### src/rtl/pcm_align_pkg.sv
package pcm_align_pkg;

  // Strobes passed from the sync control to the bit-timing datapath
  typedef struct packed {
    logic frameStart;  // one-cycle internal frame start
    logic dblEff;      // double rate in effect (after mode restriction)
  } alignStrobe_t;

  function automatic logic [2:0] portsForMode(input logic [1:0] m);
    logic [2:0] n;
    case (m)
      2'd0:    n = 3'd4;
      2'd1:    n = 3'd2;
      2'd2:    n = 3'd1;
      default: n = 3'd2;
    endcase
    return n;
  endfunction

endpackage

### src/rtl/pcm_fsync_ctrl.sv
module pcm_fsync_ctrl
  import pcm_align_pkg::*;
(
  input  logic         clk,
  input  logic         rstN,
  input  logic         fsyncIn,
  input  logic         syncEdge,
  input  logic         dblRate,
  input  logic [1:0]   modeSel,
  output alignStrobe_t strb,
  output logic [2:0]   portCount,
  output logic         rateError
);

  logic fallCap;    // sample taken on the falling edge
  logic fallXfer;   // falling sample moved onto the rising edge
  logic riseCap;    // sample taken on the rising edge
  logic prevSamp;   // selected sample one cycle earlier
  logic curSamp;
  logic modeLimit;

  always_ff @(negedge clk or negedge rstN) begin
    if (!rstN) fallCap <= 1'b0;
    else       fallCap <= fsyncIn;
  end

  always_ff @(posedge clk or negedge rstN) begin
    if (!rstN) begin
      riseCap  <= 1'b0;
      fallXfer <= 1'b0;
      prevSamp <= 1'b0;
    end else begin
      riseCap  <= fsyncIn;
      fallXfer <= fallCap;
      prevSamp <= curSamp;
    end
  end

  always_comb begin
    curSamp         = syncEdge ? riseCap : fallXfer;
    modeLimit       = (modeSel == 2'd2);
    strb.frameStart = curSamp & ~prevSamp;
    strb.dblEff     = dblRate & ~modeLimit;
    rateError       = dblRate & modeLimit;
    portCount       = portsForMode(modeSel);
  end

  // a frame start is never followed directly by another one
  assert_one_start_R4: assert property (@(posedge clk) disable iff (!rstN)
    strb.frameStart |=> !strb.frameStart);

  // a rise of the sync line seen at a rising edge gives a frame start in the next cycle
  assert_rise_latency_R2: assert property (@(posedge clk) disable iff (!rstN)
    (syncEdge && $past(syncEdge) && $rose(fsyncIn)) |=> strb.frameStart);

endmodule

### src/rtl/pcm_bit_datapath.sv
module pcm_bit_datapath
  import pcm_align_pkg::*;
#(
  parameter int BITS_PER_FRAME = 32,
  localparam int CNT_W = (BITS_PER_FRAME > 1) ? $clog2(BITS_PER_FRAME) : 1
)(
  input  logic             clk,
  input  logic             rstN,
  input  alignStrobe_t     strb,
  output logic             bitStrobe,
  output logic [CNT_W-1:0] bitCount
);

  localparam logic [CNT_W-1:0] LAST = CNT_W'(BITS_PER_FRAME - 1);

  logic [CNT_W-1:0] cnt, curCnt;
  logic             ph, curPh;
  logic             running, active;

  always_comb begin
    curCnt    = strb.frameStart ? '0 : cnt;
    curPh     = strb.frameStart ? 1'b0 : ph;
    active    = strb.frameStart | running;
    bitStrobe = active & ~curPh;
    bitCount  = curCnt;
  end

  always_ff @(posedge clk or negedge rstN) begin
    if (!rstN) begin
      cnt     <= '0;
      ph      <= 1'b0;
      running <= 1'b0;
    end else if (active) begin
      running <= 1'b1;
      if (strb.dblEff && !curPh) begin
        ph  <= 1'b1;
        cnt <= curCnt;
      end else begin
        ph  <= 1'b0;
        cnt <= (curCnt == LAST) ? '0 : curCnt + 1'b1;
      end
    end
  end

  // the bit index never leaves the frame
  assert_count_range_R5: assert property (@(posedge clk) disable iff (!rstN)
    bitCount <= LAST);

  // the phase is cleared at frame start, so the second clock of bit 0 carries no strobe
  assert_phase_clear_R6: assert property (@(posedge clk) disable iff (!rstN)
    (strb.frameStart && strb.dblEff) |=> !bitStrobe);

  // in steady single rate the index advances by one each cycle and wraps
  assert_single_step_R5: assert property (@(posedge clk) disable iff (!rstN)
    (!strb.frameStart && !strb.dblEff && $past(!strb.dblEff) && $past(active))
      |-> bitCount == (($past(bitCount) == LAST) ? '0 : $past(bitCount) + 1'b1));

endmodule

### src/rtl/pcm_frame_aligner.sv
module pcm_frame_aligner
  import pcm_align_pkg::*;
#(
  parameter int BITS_PER_FRAME = 32,
  localparam int CNT_W = (BITS_PER_FRAME > 1) ? $clog2(BITS_PER_FRAME) : 1
)(
  input  logic             clk,
  input  logic             rstN,
  input  logic             fsyncIn,
  input  logic             syncEdge,
  input  logic             dblRate,
  input  logic [1:0]       modeSel,
  output logic             frameStart,
  output logic             bitStrobe,
  output logic [CNT_W-1:0] bitCount,
  output logic [2:0]       portCount,
  output logic             rateError
);

  alignStrobe_t strb;

  pcm_fsync_ctrl u_ctrl (
    .clk       (clk),
    .rstN      (rstN),
    .fsyncIn   (fsyncIn),
    .syncEdge  (syncEdge),
    .dblRate   (dblRate),
    .modeSel   (modeSel),
    .strb      (strb),
    .portCount (portCount),
    .rateError (rateError)
  );

  pcm_bit_datapath #(.BITS_PER_FRAME(BITS_PER_FRAME)) u_data (
    .clk       (clk),
    .rstN      (rstN),
    .strb      (strb),
    .bitStrobe (bitStrobe),
    .bitCount  (bitCount)
  );

  assign frameStart = strb.frameStart;

  // in mode 2 the double-rate strobe never reaches the datapath, and the error flag follows the request
  assert_mode2_single_R9: assert property (@(posedge clk) disable iff (!rstN)
    (modeSel == 2'd2) |-> (!strb.dblEff && (rateError == dblRate)));

endmodule

### config.mk
export PLATFORM = sky130hd
export DESIGN_NAME = pcm_frame_aligner
export DESIGN_NICKNAME = d
export VERILOG_FILES = /design/src/rtl/pcm_align_pkg.sv /design/src/rtl/pcm_fsync_ctrl.sv /design/src/rtl/pcm_bit_datapath.sv /design/src/rtl/pcm_frame_aligner.sv
export SDC_FILE = /design/constraint.sdc
export NUM_CORES = 1
export LEC_CHECK = 0
export BUFFER_PORTS_ARGS = -buffer_cell sky130_fd_sc_hd__buf_2
export CAP_MARGIN = 15
export CELL_PAD_IN_SITES_DETAIL_PLACEMENT = 1
export CELL_PAD_IN_SITES_GLOBAL_PLACEMENT = 2
export CORE_ASPECT_RATIO = 0.7
export CORE_MARGIN = 1.5
export CORE_UTILIZATION = 28
export DETAILED_ROUTE_END_ITERATION = 10
export PLACE_DENSITY = 0.76
export SETUP_SLACK_MARGIN = 0.05
export SLEW_MARGIN = 15
export SYNTH_ARGS = -nofsm -noshare
export SYNTH_HDL_FRONTEND = slang
export SYNTH_SLANG_ARGS = --single-unit
### constraint.sdc
create_clock -name clk -period 3.07 [get_ports clk]
set_input_delay 0.614 -clock clk [delete_from_list [all_inputs] [get_ports clk]]
set_output_delay 0.614 -clock clk [all_outputs]
set_load 0.01 [all_outputs]
==> impl_metrics.json, run 1 <==
{
  "pwr_density_cell_nw_per_um2": 590,
  "seq_power_share_pct": 45.8,
  "worstHoldPathType": "input port to async pin",
  "leakagePower_uw": 0.000375,
  "grt_overflow": 0,
  "grt_pass1_wl_um": 2260,
  "tightest_slew_ps": 471,
  "io_buffers": 17,
  "cts_buffer_depth": 2,
  "layout_common_cells": "17 x buf_2, 10 x dfrtp_1, 7 x nor2_1",
  "max_freq_mhz": 420,
  "peakVddDrop_v": 0.000217,
  "die_height_um": 41.3,
  "core_area_um2": 1920,
  "cts_setup_buffers": 0,
  "rsz0062_at_grt": "false",
  "post-route-period-util_pct": 77.6,
  "drtIter0Drc": 10,
  "cts_resized": 0,
  "internal_power_uw": 287,
  "antenna_found_initial": 0,
  "wirelength_um": 1330,
  "slew_viol_final": 0,
  "tns_ps": 0,
  "grt_pass1_vias": 510,
  "insertedDiodeCount": 0,
  "dp_hpwl_um": 1090,
  "grt_start_max_net_pins": 12,
  "swShare_pct": 32.6,
  "clockPowerShare_pct": 22.4,
  "fill_cells": 244,
  "first_pass_iters": 4,
  "cts_tree": "built",
  "globalplace.congestion": 0.746,
  "synth_nets": 69,
  "cts-root-buf": "clkbuf_4",
  "clkLatencyLatePin_ps": 270,
  "fin_nets": 90,
  "grt_use_met3_pct": 5.68,
  "syn_inst": 60,
  "fin_util_pct": 37.7,
  "cts_max_level": 1,
  "syn_area_um2": 586,
  "busiest_layer": "met2",
  "cp-start-kind": "input port",
  "crit_arrival_ps": 2570,
  "pin_count": 18,
  "area_delta_synth_final_pct": 23.5,
  "postRouteAntennaNets": 0,
  "use_met2_pct": 22.4,
  "setup_viol": 0,
  "hold_viol": 0,
  "setup.worst_path.end_class": "register",
  "cts_sinks": 11,
  "track_usage_pct": 13.5,
  "drc_errors": 0,
  "met1_usage_pct": 16.7,
  "ys_seq_elements": 11,
  "max_cap_viol_count": 0,
  "rows": 13,
  "cts_buffers": 3,
  "slew_headroom_pct": 68.4,
  "drive_gt1_share_pct": 31.3,
  "cp_max_fo": 4,
  "design_power_total_uw": 426,
  "ys_types": 30,
  "syn_avg_cell_area_um2": 9.76,
  "switchingPower_uw": 139,
  "layout_commonest_cell": "buf_2",
  "ys_seq_area_share_pct": 47.0,
  "cts_hold_buffers": 0,
  "num_vias": 502,
  "skew_ps": 7.69,
  "start_util_pct": 30.5,
  "ys_warn_count": 0,
  "period_needed_ps": 2380,
  "comb_power_share_pct": 31.8,
  "vias_per_cell": 4.92,
  "routedWlPerCell_um": 13.1,
  "status": "finished, final reports clean",
  "cp.required_ps": 3260,
  "worstSetupPathType": "input port to register",
  "die_w_um": 57.7,
  "path_clk_slew_ps": 70,
  "die_area_um2": 2380
}
[cell families (layout without fill, tap and decap cells)]
| group | count (synthesis) | after routing | share of synthesized area [%] |
|---|---|---|---|
| buffers and inverters | 8 | 28 | 5.34 |
| DFF | 11 | 11 | 47.0 |
| adders and majority gates | 2 | 2 | 4.27 |
| and+or+nand+nor | 24 | 24 | 23.1 |
| AOI/OAI and AO/OA | 13 | 13 | 16.9 |
| muxes | 2 | 2 | 3.42 |
[worst max-delay path, stage by stage]
cell and delay, ps:
buf_2 100, mux2i_1 120, or2_1 250, and2_1 180
ha_1 230, and3_1 160, ha_1 210, or4_1 520
a31oi_1 180
[final timing paths]
| path | start | endpoint | slack (ps) | cells after the start |
|---|---|---|---|---|
| setup / recovery | syncEdge | u_data.cnt[3] | 690 | 9 |
| hold / removal | rstN | u_data.cnt[4] | 200 | 1 |
| setup reg to reg | u_ctrl.riseCap | u_data.cnt[3] | 860 | 8 |
| hold reg to reg | u_ctrl.fallXfer | u_ctrl.prevSamp | 480 | 2 |
| max in group asynchronous | rstN | u_ctrl.fallCap | 1210 | 1 |
| min in group clk | fsyncIn | u_ctrl.riseCap | 470 | 1 |
[stage by stage]
step	hold WS [ps]	instance area [um2]	worst slack, ps	std cells
floorplan	318	586	447	60
global placement	470	697	420	98
detailed placement	473	697	393	98
CTS	194	723	676	102
global route	204	723	555	102
finish	204	723	688	102
[layout make-up]
class / count / area (um2) / area share [%]
well taps: 22 / 27.5 / 3.81
multi-input cells: 41 / 279 / 38.6
inverters: 6 / 22.5 / 3.11
clock buffers: 4 / 26.3 / 3.63
flip-flops and latches: 11 / 275 / 38.1
repair buffers: 18 / 92.6 / 12.8
[synthesized netlist by cell type]
cell type  number  area [um2]
a21oi_1         1        5.00
a22o_1          1        8.76
a22oi_1         1        7.51
a31oi_1         1        6.26
a32oi_1         1        8.76
and2_1          6        37.5
and3_1          1        6.26
buf_2           1        5.00
clkbuf_1        1        3.75
dfrtn_1         1        25.0
dfrtp_1        10         250
ha_1            2        25.0
inv_1           5        18.8
inv_2           1        3.75
mux2i_1         2        20.0
nand2_1         2        7.51
nand2b_1        1        6.26
nand3_1         2        10.0
nand3b_1        1        7.51
nor2_1          7        26.3
nor2b_1         1        6.26
nor2b_4         1        13.8
o211ai_1        1        7.51
o21ai_0         2        10.0
o21ai_1         2        10.0
o22ai_1         1        6.26
o31ai_2         1        12.5
o41ai_2         1        16.3
or2_1           1        6.26
or4_1           1        7.51
[layer usage]
layer	share of wire, %	up-vias
met5	0	-
li1	-	250
met3	5.0	0
met1	49	239
met4	0	0
met2	46	13
[flip-flops by register name (all words and copies together), names as in the netlist]
signal	flops
u_ctrl.fallCap	1
u_ctrl.fallXfer	1
u_ctrl.prevSamp	1
u_ctrl.riseCap	1
u_data.cnt	5
u_data.ph	1
u_data.running	1
[power groups by stage]
stage	clock (uW)	sequential, uW	combinational, uW
after floorplan	0	191	91.9
after global placement	0	197	134
after detailed placement	0	199	139
after CTS	102	196	139
after global routing	105	200	153
final	95.6	195	135
Power figures use the tool's default switching activity.
==> run 2, diff against run 1 <==
clock period = 2.4 ns   (was 3.07 ns; I/O delays follow)
==> impl_metrics.json, run 2 (synthesized netlist as in run 1, its figures left out) <==
{
  "die_w_um": 57.7,
  "die_height_um": 41.3,
  "routedWlPerCell_um": 15.0,
  "max_freq_mhz": 459,
  "pwr_density_cell_nw_per_um2": 770,
  "cp_num_buf_inv": 1,
  "insertedDiodeCount": 0,
  "layout_commonest_cell": "buf_2",
  "grt_overflow": 0,
  "wirelength_um": 1560,
  "fin_nets": 92,
  "drc_errors": 4,
  "top_register": "u_data.cnt",
  "cts_resized": 0,
  "globalplace.congestion": 0.682,
  "core_area_um2": 1920,
  "track_usage_pct": 15.4,
  "cp_max_fo": 5,
  "crit_family": "simple AND/OR/NAND/NOR gates",
  "rr_endpoint": "u_data.cnt[3]",
  "fin_util_pct": 39.6,
  "max_stage_delay_ps": 520,
  "cts_buffer_depth": 2,
  "area_delta_synth_final_pct": 29.7,
  "antenna_found_initial": 0,
  "start_util_pct": 30.5,
  "cts_max_level": 1,
  "violations": "design-rule violations",
  "dpl.cell_count": 100,
  "final_cell_area_um2": 759,
  "layout_common_cells": "17 x buf_2, 10 x dfrtp_1, 7 x nor2_1",
  "crit_chain": "buf_2 -> mux2i_1 -> or2_1 -> and2_4 -> ha_4 -> and3_1 -> ha_2 -> or4_1 -> a31oi_1",
  "cp-start-kind": "input port",
  "r2r_slack_ps": 250,
  "crit_arrival_ps": 2370,
  "postRouteAntennaNets": 0,
  "cts_sinks": 11,
  "grt_start_max_net_pins": 12,
  "largest_reg_flops": 5,
  "vias_per_cell": 4.94,
  "hold_viol": 0,
  "clkLatencyLatePin_ps": 270,
  "max_cap_viol_count": 0,
  "fill_cells": 228,
  "cp.required_ps": 2590,
  "first_pass_iters": 7,
  "setup_viol": 0,
  "rsz0062_at_grt": "false",
  "slowest_stage": "or4_1",
  "drtIter0Drc": 16,
  "die_area_um2": 2380,
  "placed_cell_area_um2": 732,
  "cts_hold_buffers": 0,
  "slew_headroom_pct": 65.4,
  "critical_path_cell_count": 9,
  "skew_ps": 7.70,
  "io_buffers": 17,
  "grt_pass1_wl_um": 2580,
  "startpoint": "syncEdge",
  "grt_pass1_vias": 554,
  "period_needed_ps": 2180,
  "pin_count": 18,
  "tightest_slew_ps": 517,
  "cts_setup_buffers": 0,
  "rows": 13,
  "final_cell_count_no_fill": 104,
  "cts_buffers": 3,
  "drive_gt1_share_pct": 39.0,
  "status": "finished with violations",
  "setup.worst_path.end_class": "register",
  "path_clk_slew_ps": 70,
  "num_vias": 514,
  "post-route-period-util_pct": 90.7,
  "worstHoldPathType": "input port to async pin",
  "cts-root-buf": "clkbuf_4",
  "worstSetupPathType": "input port to register",
  "dp_hpwl_um": 1240,
  "r2r-start": "u_ctrl.riseCap",
  "peakVddDrop_v": 0.000355,
  "reg2reg_depth": 8,
  "slew_viol_final": 0,
  "leakagePower_uw": 0.000388,
  "cts_tree": "built"
}
==> run 2: worst register-to-register path: stages, from the launching register on <==
cell and delay (ps):
dfrtp_1 330, mux2i_1 80, or2_1 290, and2_4 200, ha_4 160, and3_1 150
ha_2 180, or4_1 520, a31oi_1 150
==> run 2: worst max path at each step <==
stage | endpoint | slack, ps
detailed placement | u_data.cnt[3] | -60
finish | u_data.cnt[3] | 220
global placement | u_data.cnt[3] | 5
CTS | u_data.cnt[3] | 200
global route | u_data.cnt[3] | 110
floorplan | u_data.cnt[3] | 60
==> run 2: layer usage <==
layer | part of all wire, % | global-route usage (%) | vias up
met1 | 47 | 19.2 | 248
li1 | - | - | 250
met5 | 0 | 0 | -
met4 | 1.3 | 3.49 | 0
met2 | 46 | 26.4 | 14
met3 | 5.7 | 5.36 | 2
==> run 2: cell type report <==
cell class | instances | area [um2] | share of cell area (%)
inverter | 6 | 22.5 | 2.97
multi-input combinational | 41 | 299 | 39.4
clock buffer | 3 | 22.5 | 2.97
timing repair buffer | 20 | 108 | 14.2
clock inverter | 1 | 5.00 | 0.659
sequential | 11 | 275 | 36.2
tap | 22 | 27.5 | 3.62
==> run 2: report_power, final <==
group / internal (uW) / switching [uW]
sequential: 219 / 34.7
combinational: 103 / 104
clock: 61.7 / 62.1
total: 384 / 201
==> run 2: per-stage QoR <==
stage / TNS [ps] / total power [uW] / setup WS [ps] / hold slack (ps)
CTS: 0 / 591 / 200 / 66.3
floorplan: 0 / 382 / 57.4 / 184
global route: 0 / 625 / 107 / 72.3
detailed placement: -63.1 / 456 / -63.1 / 360
global placement: 0 / 447 / 5.38 / 363
finish: 0 / 585 / 223 / 67.8
==> run 3, diff against run 2 <==
RECOVER_POWER = 25   (was unset)
==> impl_metrics.json, run 3 (synthesized netlist as in run 1, its figures left out) <==
{
  "clkLatencyLatePin_ps": 270,
  "worstHoldPathType": "input port to async pin",
  "cp.required_ps": 2590,
  "cts_resized": 0,
  "die_w_um": 57.7,
  "final_cell_area_um2": 758,
  "cp_num_buf_inv": 1,
  "placed_cell_area_um2": 732,
  "drtIter0Drc": 16,
  "cts-root-buf": "clkbuf_4",
  "die_height_um": 41.3,
  "crit_family": "simple AND/OR/NAND/NOR gates",
  "crit_arrival_ps": 2370,
  "cts_setup_buffers": 0,
  "max_stage_delay_ps": 520,
  "drc_errors": 4,
  "fill_cells": 229,
  "cts_tree": "built",
  "insertedDiodeCount": 0,
  "post-route-period-util_pct": 90.7,
  "dp_slack_ps": -63.1,
  "grt_pass1_vias": 554,
  "start_util_pct": 30.5,
  "fin_nets": 92,
  "skew_ps": 7.74,
  "antenna_found_initial": 0,
  "top_register": "u_data.cnt",
  "cts_max_level": 1,
  "cts_sinks": 11,
  "grt_pass1_wl_um": 2580,
  "cts_buffers": 3,
  "hold_viol": 0,
  "dp_hpwl_um": 1240,
  "max_cap_viol_count": 0,
  "path_clk_slew_ps": 70,
  "rsz0062_at_grt": "false",
  "cp-start-kind": "input port",
  "io_buffers": 17,
  "first_pass_iters": 7,
  "grt_overflow": 0,
  "die_area_um2": 2380,
  "slowest_stage": "or4_1",
  "slew_viol_final": 0,
  "crit_chain": "buf_2 -> mux2i_1 -> or2_1 -> and2_4 -> ha_4 -> and3_1 -> ha_2 -> or4_1 -> a31oi_1",
  "setup.worst_path.end_class": "register",
  "setup_viol": 0,
  "cp_max_fo": 5,
  "slew_headroom_pct": 59.9,
  "period_needed_ps": 2180,
  "vias_per_cell": 4.94,
  "drive_gt1_share_pct": 37.8,
  "largest_reg_flops": 5,
  "worstSetupPathType": "input port to register",
  "seq_area_um2": 275,
  "pin_count": 18,
  "num_vias": 514,
  "tightest_slew_ps": 602,
  "layout_commonest_cell": "buf_2",
  "track_usage_pct": 15.4,
  "globalplace.congestion": 0.682,
  "cts_hold_buffers": 0,
  "routedWlPerCell_um": 15.0,
  "postRouteAntennaNets": 0,
  "area_delta_synth_final_pct": 29.5,
  "cts_buffer_depth": 2,
  "max_freq_mhz": 459,
  "layout_common_cells": "16 x buf_2, 10 x dfrtp_1, 7 x nor2_1",
  "grt_start_max_net_pins": 12,
  "rows": 13,
  "status": "finished with violations",
  "peakVddDrop_v": 0.000355,
  "pwr_density_cell_nw_per_um2": 771,
  "multi_input_comb_area_um2": 299,
  "worst_slack_ps": 223,
  "wirelength_um": 1560,
  "violations": "design-rule violations",
  "leakagePower_uw": 0.000385,
  "core_area_um2": 1920
}
## run 3: changes by cell type in the layout (fill, tap and decap cells not counted), sizes merged
cell	delta
buf	-1
clkbuf	+1
## run 3: final cells by class
type | instances | share of cell area [%]
clock inverter | 1 | 0.660
clock buffer | 3 | 2.97
inverter | 6 | 2.97
tap | 22 | 3.63
sequential | 11 | 36.3
timing repair buffer | 20 | 14.0
multi-input combinational | 41 | 39.4
## run 3: path summary, 6_finish.rpt
path | end | from | slack, ps | cells after the start
max | u_data.cnt[3] | syncEdge | 220 | 9
min | u_ctrl.prevSamp | rstN | 190 | 1
max reg2reg | u_data.cnt[3] | u_ctrl.riseCap | 250 | 8
min reg2reg | u_ctrl.prevSamp | u_ctrl.fallXfer | 470 | 2
max in group asynchronous | u_ctrl.fallCap | rstN | 710 | 1
min in group clk | u_ctrl.riseCap | fsyncIn | 330 | 1
## run 3: report_power, final
group	internal [uW]	switching, uW
sequential	219	34.7
combinational	103	104
clock	61.7	61.9
total	384	200
## run 3: metrics by stage
step                hold slack [ps]  total power, uW  TNS (ps)  utilization [%]  std cells
floorplan                       184              382         0                -         60
CTS                            66.3              591         0             39.6        104
detailed placement              360              456     -63.1             38.1        100
global route                    223              625         0             39.5        104
finish                          186              584         0             39.5        104
global placement                363              447         0             38.1        100
## run 3: metal layers
| layer | GRT usage, % | up-vias | part of all wire [%] | routed length [um] |
|---|---|---|---|---|
| met2 | 26.4 | 14 | 46 | 711 |
| li1 | - | 250 | - | - |
| met3 | 5.36 | 2 | 5.6 | 88 |
| met1 | 19.2 | 248 | 47 | 738 |
| met4 | 3.49 | 0 | 1.3 | 21 |
| met5 | 0 | - | 0 | 0 |
